<file path="src/rtl/gpio_irq_pkg.sv">
package gpio_irq_pkg;
  localparam int unsigned AW = 5;

  localparam logic [AW-1:0] OFF_DATA   = 5'h00;
  localparam logic [AW-1:0] OFF_DIR    = 5'h04;
  localparam logic [AW-1:0] OFF_PAD    = 5'h08;
  localparam logic [AW-1:0] OFF_CFG_LO = 5'h0C;
  localparam logic [AW-1:0] OFF_CFG_HI = 5'h10;
  localparam logic [AW-1:0] OFF_MASK   = 5'h14;
  localparam logic [AW-1:0] OFF_STAT   = 5'h18;
  localparam logic [AW-1:0] OFF_BOTH   = 5'h1C;

  typedef enum logic [1:0] {
    TRIG_LOW  = 2'd0,
    TRIG_HIGH = 2'd1,
    TRIG_RISE = 2'd2,
    TRIG_FALL = 2'd3
  } trig_e;
endpackage

</file>
<file path="src/rtl/gpio_sync.sv">
module gpio_sync #(
  parameter int unsigned W = 32
) (
  input  logic         clk_i,
  input  logic         rst_ni,
  input  logic [W-1:0] d_i,
  output logic [W-1:0] q_o,
  output logic [W-1:0] q_prev_o
);
  logic [W-1:0] s1_q, s2_q, s3_q;

  always_ff @(posedge clk_i or negedge rst_ni) begin
    if (!rst_ni) begin
      s1_q <= '0;
      s2_q <= '0;
      s3_q <= '0;
    end else begin
      s1_q <= d_i;
      s2_q <= s1_q;
      s3_q <= s2_q;
    end
  end

  assign q_o      = s2_q;
  assign q_prev_o = s3_q;
endmodule

</file>
<file path="src/rtl/gpio_pin_detect.sv">
module gpio_pin_detect
  import gpio_irq_pkg::*;
(
  input  logic       clk_i,
  input  logic       rst_ni,
  input  logic       cur_i,
  input  logic       prev_i,
  input  logic [1:0] code_i,
  input  logic       both_i,
  output logic       hit_o
);
  logic rise, fall;
  assign rise = cur_i & ~prev_i;
  assign fall = ~cur_i & prev_i;

  always_comb begin
    if (both_i) hit_o = rise | fall;
    else begin
      unique case (trig_e'(code_i))
        TRIG_LOW:  hit_o = ~cur_i;
        TRIG_HIGH: hit_o = cur_i;
        TRIG_RISE: hit_o = rise;
        TRIG_FALL: hit_o = fall;
        default:   hit_o = 1'b0;
      endcase
    end
  end

  assert_both_edge_R5: assert property (@(posedge clk_i) disable iff (!rst_ni)
    (both_i && hit_o) |-> (cur_i != prev_i));

  assert_rise_only_R4: assert property (@(posedge clk_i) disable iff (!rst_ni)
    (!both_i && code_i == TRIG_RISE && hit_o) |-> (cur_i && !prev_i));
endmodule

</file>
<file path="src/rtl/gpio_irq_ctrl.sv">
module gpio_irq_ctrl
  import gpio_irq_pkg::*;
#(
  parameter int unsigned NPINS = 32
) (
  input  logic             clk_i,
  input  logic             rst_ni,
  input  logic             req_i,
  input  logic             we_i,
  input  logic [AW-1:0]    addr_i,
  input  logic [NPINS-1:0] wdata_i,
  output logic [NPINS-1:0] rdata_o,
  input  logic [NPINS-1:0] pad_i,
  output logic [NPINS-1:0] pad_o,
  output logic [NPINS-1:0] pad_oe_o,
  output logic [1:0]       irq_o
);
  localparam int unsigned HALF = NPINS / 2;

  logic [NPINS-1:0] data_q, dir_q, cfg_lo_q, cfg_hi_q, mask_q, both_q, status_q;
  logic [NPINS-1:0] pad_lvl, pad_prev, set_evt, pending, clr_vec;
  logic wr, st_wr;

  assign wr    = req_i & we_i;
  assign st_wr = wr & (addr_i == OFF_STAT);

  gpio_sync #(.W(NPINS)) u_sync (
    .clk_i    (clk_i),
    .rst_ni   (rst_ni),
    .d_i      (pad_i),
    .q_o      (pad_lvl),
    .q_prev_o (pad_prev)
  );

  for (genvar n = 0; n < NPINS; n++) begin : g_pin
    logic [1:0] code;
    if (n < HALF) begin : g_lo
      assign code = cfg_lo_q[2*n +: 2];
    end else begin : g_hi
      assign code = cfg_hi_q[2*(n-HALF) +: 2];
    end
    gpio_pin_detect u_det (
      .clk_i  (clk_i),
      .rst_ni (rst_ni),
      .cur_i  (pad_lvl[n]),
      .prev_i (pad_prev[n]),
      .code_i (code),
      .both_i (both_q[n]),
      .hit_o  (set_evt[n])
    );
  end

  assign clr_vec = st_wr ? wdata_i : '0;

  always_ff @(posedge clk_i or negedge rst_ni) begin
    if (!rst_ni) begin
      data_q   <= '0;
      dir_q    <= '0;
      cfg_lo_q <= '0;
      cfg_hi_q <= '0;
      mask_q   <= '0;
      both_q   <= '0;
      status_q <= '0;
    end else begin
      if (wr) begin
        unique case (addr_i)
          OFF_DATA:   data_q   <= wdata_i;
          OFF_DIR:    dir_q    <= wdata_i;
          OFF_CFG_LO: cfg_lo_q <= wdata_i;
          OFF_CFG_HI: cfg_hi_q <= wdata_i;
          OFF_MASK:   mask_q   <= wdata_i;
          OFF_BOTH:   both_q   <= wdata_i;
          default: ;
        endcase
      end
      // set beats clear
      status_q <= (status_q & ~clr_vec) | set_evt;
    end
  end

  always_comb begin
    unique case (addr_i)
      OFF_DATA:   rdata_o = data_q;
      OFF_DIR:    rdata_o = dir_q;
      OFF_PAD:    rdata_o = pad_lvl;
      OFF_CFG_LO: rdata_o = cfg_lo_q;
      OFF_CFG_HI: rdata_o = cfg_hi_q;
      OFF_MASK:   rdata_o = mask_q;
      OFF_STAT:   rdata_o = status_q;
      OFF_BOTH:   rdata_o = both_q;
      default:    rdata_o = '0;
    endcase
  end

  assign pad_o    = data_q & dir_q;
  assign pad_oe_o = dir_q;
  assign pending  = status_q & mask_q;
  assign irq_o[0] = |pending[HALF-1:0];
  assign irq_o[1] = |pending[NPINS-1:HALF];

  assert_w1c_clears_R6: assert property (@(posedge clk_i) disable iff (!rst_ni)
    st_wr |=> ((status_q & $past(wdata_i & ~set_evt)) == '0));

  assert_set_wins_R7: assert property (@(posedge clk_i) disable iff (!rst_ni)
    (|set_evt) |=> ((status_q & $past(set_evt)) == $past(set_evt)));

  assert_irq_masked_R9: assert property (@(posedge clk_i) disable iff (!rst_ni)
    (mask_q[HALF-1:0] == '0) |-> !irq_o[0]);

  assert_no_drive_input_R2: assert property (@(posedge clk_i) disable iff (!rst_ni)
    (pad_o & ~pad_oe_o) == '0);

  assert_status_sticky_R6: assert property (@(posedge clk_i) disable iff (!rst_ni)
    !st_wr |=> ((status_q & $past(status_q)) == $past(status_q)));
endmodule

</file>
<file path="config.mk">
export PLATFORM = sky130hd
export DESIGN_NAME = gpio_irq_ctrl
export DESIGN_NICKNAME = d
export VERILOG_FILES = /design/src/rtl/gpio_irq_pkg.sv /design/src/rtl/gpio_sync.sv /design/src/rtl/gpio_pin_detect.sv /design/src/rtl/gpio_irq_ctrl.sv
export SDC_FILE = /design/constraint.sdc
export NUM_CORES = 1
export LEC_CHECK = 0
export BUFFER_PORTS_ARGS = -buffer_cell sky130_fd_sc_hd__buf_2
export CAP_MARGIN = 20
export CORE_UTILIZATION = 53
export DETAILED_ROUTE_END_ITERATION = 10
export MAX_ROUTING_LAYER = met4
export PLACE_DENSITY_LB_ADDON = 0.2
export SYNTH_ARGS = -nofsm -noshare
export SYNTH_HDL_FRONTEND = slang
export SYNTH_SLANG_ARGS = --single-unit
</file>
<file path="constraint.sdc">
create_clock -name clk_i -period 1.6 [get_ports clk_i]
set_clock_uncertainty 0.2 [all_clocks]
set_input_delay 0.16 -clock clk_i [delete_from_list [all_inputs] [get_ports clk_i]]
set_output_delay 0.16 -clock clk_i [all_outputs]
set_load 0.005 [all_outputs]
</file>
==> results of run 1 <==
## metal layers
metal | GRT usage | vias to the layer above | wire, µm
li1 | - | 5202 | -
met1 | 0.4058 | 6007 | 19580
met2 | 0.4844 | 343 | 21500
met3 | 0.04440 | 94 | 2097
met4 | 0.09064 | 0 | 1141
met5 | - | - | 0
## what timing repair did
item                                   4_1_cts  5_1_grt
endpoints found under the hold margin      576        0
setup endpoints to repair                   42      185
buffers inserted                            51       28
gates cloned                                 0        0
hold buffers                                66        0
gates resized for setup                    128       69
pin swaps                                   59       23
## through the flow
| step | util | setup slack [ps] |
|---|---|---|
| 2_1_floorplan | - | -269.0 |
| 3_3_place_gp | 0.6414 | -378.7 |
| 3_5_place_dp | 0.6414 | -409.9 |
| 4_1_cts | 0.7377 | -560.5 |
| 5_1_grt | 0.7502 | -600.0 |
| 6_report | 0.7502 | -593.8 |
## critical path, cell delays in order, from the launching register on
cell and delay [ps]:
dfrtp_1 430, a22o_1 230, a221oi_2 200, buf_4 160, nand4_1 130, buf_2 170
## worst max path at each step
stage	from	endpoint	slack (ps)	cells past startpoint
after floorplan	addr_i[2]	data_q[21]	-270	6
after global placement	addr_i[1]	data_q[17]	-380	5
after detailed placement	addr_i[1]	data_q[12]	-410	5
after CTS	status_q[19]	irq_o[1]	-560	5
after global routing	status_q[19]	irq_o[1]	-600	5
final	status_q[19]	irq_o[1]	-590	5
## synthesized netlist by cell type (all sizes together), types with 3 or more instances
cell type / instances
o2111ai: 32
mux2i: 63
inv: 66
mux2: 317
a22oi: 31
o211ai: 31
and2: 32
clkbuf: 24
o21ai: 32
nand2: 32
a22o: 8
nand4: 3
ha: 64
a221oi: 8
nand2b: 64
dfrtp: 320
buf: 29
xnor2: 32
nor2: 4
## power by group through the flow
stage               Clock (µW)  Sequential, µW  Combinational (µW)
global route              8880            9680                4560
detailed placement           0            9750                3340
global placement             0            9720                3250
CTS                       8570            9570                4030
finish                    8460            9600                4230
floorplan                    0            9540                1950
## cell type report
cell class,instances,area (µm²)
clock inverters,15,165.2
flip-flops and latches,320,8036
inverters,66,247.7
multi-input cells,767,8036
diodes,1,2.502
well taps,384,480.5
fillers,1828,7228
clock buffers,51,1049
repair buffers,445,3690
## state kept, by name (all words and copies together) (netlist names)
register and cells:
status_q 32, data_q 32, cfg_lo_q 32, cfg_hi_q 32, u_sync.s1_q 32, mask_q 32, pad_oe_o 32, u_sync.q_o 32
u_sync.q_prev_o 32, both_q 32
## logic make-up (layout without fill, tap and decap cells)
family	Yosys count	count (layout)
fa+ha+maj	64	64
mux	382	382
other cells	0	1
flops	320	320
compound gates	143	143
simple gates	146	146
xor+xnor	32	32
buf+inv	119	577
## cells in the final DEF, fill, tap and decap left out, types with 3 or more instances in the layout
cell type / Yosys / layout
a221oi_2: 0 / 6
a22o_1: 8 / 7
a22oi_2: 0 / 31
and2_1: 32 / 14
and2_4: 0 / 18
buf_12: 0 / 27
buf_2: 16 / 149
buf_4: 3 / 149
buf_6: 3 / 53
bufinv_16: 0 / 3
clkbuf_1: 24 / 7
clkbuf_16: 0 / 37
clkbuf_8: 0 / 7
clkinv_2: 0 / 7
clkinvlp_4: 0 / 3
dfrtp_1: 320 / 297
dfrtp_2: 0 / 23
dlygate4sd3_1: 0 / 66
ha_1: 64 / 58
ha_2: 0 / 6
inv_1: 66 / 59
inv_2: 0 / 7
mux2_1: 13 / 9
mux2_2: 304 / 192
mux2_4: 0 / 116
mux2i_1: 63 / 62
nand2_1: 32 / 28
nand2_2: 0 / 4
nand2b_1: 64 / 64
nand4_1: 3 / 3
nor2_4: 0 / 4
o2111ai_1: 32 / 32
o211ai_1: 31 / 31
o21ai_0: 32 / 32
xnor2_1: 32 / 32
==> flow_summary.ini, run 1 <==
[run_status]
outcome = finished, violations left
failed_checks = setup timing

[floorplan]
ios = 171
start_util = 0.5444
dieArea_um2 = 30410
die_x_um = 174.4
die_h_um = 174.4
rows = 62
fp.coreArea_um2 = 28940

[synth]
synth.yosys.seq_area_share = 0.5084
syn-num-nets = 1343
synth_xor_area_frac = 0.01779
synth_edf_count = 0
syn_area_um2 = 15750
synth-simple-area-share = 0.05489
ys_warn_count = 0
synthArstFlopShare = 1.000
synthMuxAreaShare = 0.2695
synth_fa_ha_area_frac = 0.05084
synth_top_family_by_area = multiplexers
synth_ff_type = dfrtp_1
netlist_top_cells_area = dfrtp_1 (51%), mux2_2 (22%), ha_1 (5.1%)
ys_types = 34
avgSynthCellArea_um2 = 13.06
synth_area_leader_cell = dfrtp_1
synth_top_area_share = 0.5084
synth_seq_cells = 320
syn-instance-count = 1206
synth_compound_area_frac = 0.06680

[route]
wirelength_um = 44320
firstDrtPassIters = 5
wl_per_cell_um = 21.63
drc = 0
detail-route-antenna-nets = 0
first_iter_violations = 688
vias = 11650
vias_per_cell = 5.684

[global_route]
grt_util_all_layers = 0.3048
grt_overflow = 0
grt_antenna_before_repair = 1
grt_max_degree = 61
grt_pass1_vias = 12170
grt_pass1_wl_um = 69000

[critical_path]
start_kind = register
end_kind = output port
worstSetupPathType = register to output port
r2r_start = cfg_lo_q[4]
cp.arrival_ps = 1830
reg2reg_slack_ps = -30
rr_endpoint = status_q[2]
crit_fanout = 2
r2r_cells = 6
crit_required_ps = 1240

[clock_network]
cts_max_path_buffers = 3
cts_buffers = 36
cts_tree = yes
clkTransAtPathRegs_ps = 60
cts.sinks = 320
ctsRootBufferMaster = clkbuf_16
htreeDepth = 2
clock_latency_ps = 530

[run]
maxCapViolations = 0

[power_and_ir_drop]
seqPwrFrac = 0.431
powerDensity_nw_per_um2 = 1027
power.total_uw = 22290
ir_drop_uv = 983.7
power.share.clock = 0.380
total_leakage_power_uw = 0.01027
pwr-share-comb = 0.190
switching_power_uw = 5759
internal_power_uw = 16530
p_sw_frac = 0.2583

[timing]
slew_viol_final = 0
max_slew_margin = 0.6632
fmax_mhz = 455.8
timing.setup.tns_ps = -15290
rsz0062_at_grt = true
finalSetupViolCount = 53
fin_ws_ps = -593.8
finalCritPeriodShare = 1.371
min_period_ps = 2194
hold_slack_ps = 69.81
worstMarginPinSlew_ps = 505.2
hold_violations = 0

[min_path]
min_path_type = input pin to register
min_to = u_sync.s1_q[1]
hold_depth = 2
worstHoldStart = pad_i[1]

[placement]
hpwl_um = 29100
io_buffer_count = 170
place_area_um2 = 18560
placed_cells = 1844
place_congestion = 0.8552

[layout]
layoutNonFillerInstCount = 2049
stdcell_area_um2 = 21710
syn_to_final_growth_pct = 37.81
fin_nets = 1773
drive_gt1_frac = 0.5162
Power figures use the tool's default switching activity.
==> run 2, diff against run 1 <==
- CORE_MARGIN: default -> 2
==> flow_summary.ini, run 2 (same netlist as run 1, synthesis figures left out) <==
[run_status]
outcome = finished, violations left
failed_checks = setup timing

[floorplan]
dieArea_um2 = 31120
ios = 171
rows = 63
fp.coreArea_um2 = 29480
die_h_um = 176.4
die_x_um = 176.4
start_util = 0.5343

[layout]
multi_input_area_um2 = 8084
nFillCells = 1946
stdcell_area_um2 = 21740
n_antenna_cell = 0
drive_gt1_frac = 0.5208
syn_to_final_growth_pct = 37.99
final_core_util = 0.7373
mostFrequentLayoutCell = dfrtp_1
layoutNonFillerInstCount = 2049
regArea_um2 = 8043
fin_nets = 1778
final_cell_mix = dfrtp_1 (292), mux2_2 (185), buf_2 (148)

[min_path]
hold_depth = 2
min_path_type = input pin to register
worstHoldStart = pad_i[26]
min_to = u_sync.s1_q[26]

[critical_path]
crit_fanout = 2
rr_endpoint = status_q[10]
crit_required_ps = 1240
r2r_start = cfg_lo_q[20]
worstSetupPathType = register to output port
reg2reg_slack_ps = -50
cp.arrival_ps = 1790
end_kind = output port
start_kind = register
r2r_cells = 6

[timing]
worstMarginPinSlew_ps = 714.0
fmax_mhz = 465.7
hold_violations = 0
min_period_ps = 2147
max_slew_margin = 0.5224
finalSetupViolCount = 69
rsz0062_at_grt = true
fin_ws_ps = -547.3
finalCritPeriodShare = 1.342
hold_slack_ps = 80.40
slew_viol_final = 0

[global_route]
grtUsageMet1 = 0.3950
grt_pass1_vias = 12500
grt_pass1_wl_um = 70500
grt_util_all_layers = 0.3046
met2_usage = 0.4984
use_met3 = 0.03984
grt_overflow = 0
grt-busiest-layer = met2
grt_antenna_before_repair = 0
grt_max_degree = 67

[clock_network]
ctsRootBufferMaster = clkbuf_16
clkTransAtPathRegs_ps = 50
cts_max_path_buffers = 3
cts.sinks = 320
cts_buffers = 36
clock_latency_ps = 510
htreeDepth = 2
cts_tree = yes

[power_and_ir_drop]
powerDensity_nw_per_um2 = 1010
power.total_uw = 21960
total_leakage_power_uw = 0.01030
ir_drop_uv = 792.1

[placement]
hpwl_um = 29500
place_congestion = 0.8315
io_buffer_count = 170
placed_cells = 1855
place_area_um2 = 18570

[route]
wirelength_um = 45990
drc = 0
wl_per_cell_um = 22.44
vias = 11730
vias_per_cell = 5.726
first_iter_violations = 703
firstDrtPassIters = 4
detail-route-antenna-nets = 0

[run]
maxCapViolations = 0
-- run 2: cell types whose count changed in the layout (fill, tap and decap cells not counted), moves of 3 or more --
| cell | change |
|---|---|
| buf_4 | -4 |
| ha_1 | -3 |
| dfrtp_2 | +5 |
| clkinv_2 | -5 |
| buf_6 | +11 |
| mux2_2 | -7 |
| ha_2 | +3 |
| dfrtp_1 | -5 |
| clkinvlp_4 | -3 |
| mux2_4 | +7 |
-- run 2: how the worst max path moves through the flow --
stage                 start           to  slack (ps)
2_1_floorplan     addr_i[2]   data_q[21]        -270
3_3_place_gp      addr_i[1]  rdata_o[11]        -450
3_5_place_dp      addr_i[1]  rdata_o[16]        -470
4_1_cts          mask_q[25]     irq_o[1]        -540
5_1_grt        status_q[10]     irq_o[0]        -620
6_report       status_q[25]     irq_o[1]        -550
-- run 2: layout make-up --
type / count / share of cell area
well taps: 390 / 0.02245
inverters: 66 / 0.01140
clock buffers: 51 / 0.04824
multi-input cells: 767 / 0.3719
clock inverters: 5 / 0.003627
repair buffers: 450 / 0.1723
flip-flops and latches: 320 / 0.3700
-- run 2: per-stage QoR --
stage	setup TNS, ps	setup WS, ps
global route	-20160	-623.0
floorplan	-21620	-269.0
CTS	-16000	-543.8
finish	-15330	-547.3
global placement	-81380	-452.2
detailed placement	-86470	-470.7
-- run 2: routing by layer --
layer | wire, µm | part of all wire | vias up
met5 | 0 | 0 | -
li1 | - | - | 5202
met2 | 22850 | 0.50 | 338
met1 | 19430 | 0.42 | 6090
met3 | 2321 | 0.050 | 102
met4 | 1390 | 0.030 | 0
-- run 2: critical path: stages, from the launching register on --
cell and delay [ps]:
dfrtp_1 390, a22o_1 260, a221oi_2 180, buf_4 160
nand4_1 130, buf_2 160
-- run 2: timing repair --
action | in CTS | in global routing
pin swaps | 54 | 21
endpoints found under the hold margin | 576 | 14
hold buffers | 66 | 1
gates resized for setup | 144 | 77
setup buffers | 48 | 25
endpoints found under the setup margin | 45 | 90
-- run 2: where the power goes --
part / switching (µW) / internal [µW]
clock network: 3210 / 4840
registers: 735 / 8880
logic: 1680 / 2610
total: 5630 / 16300
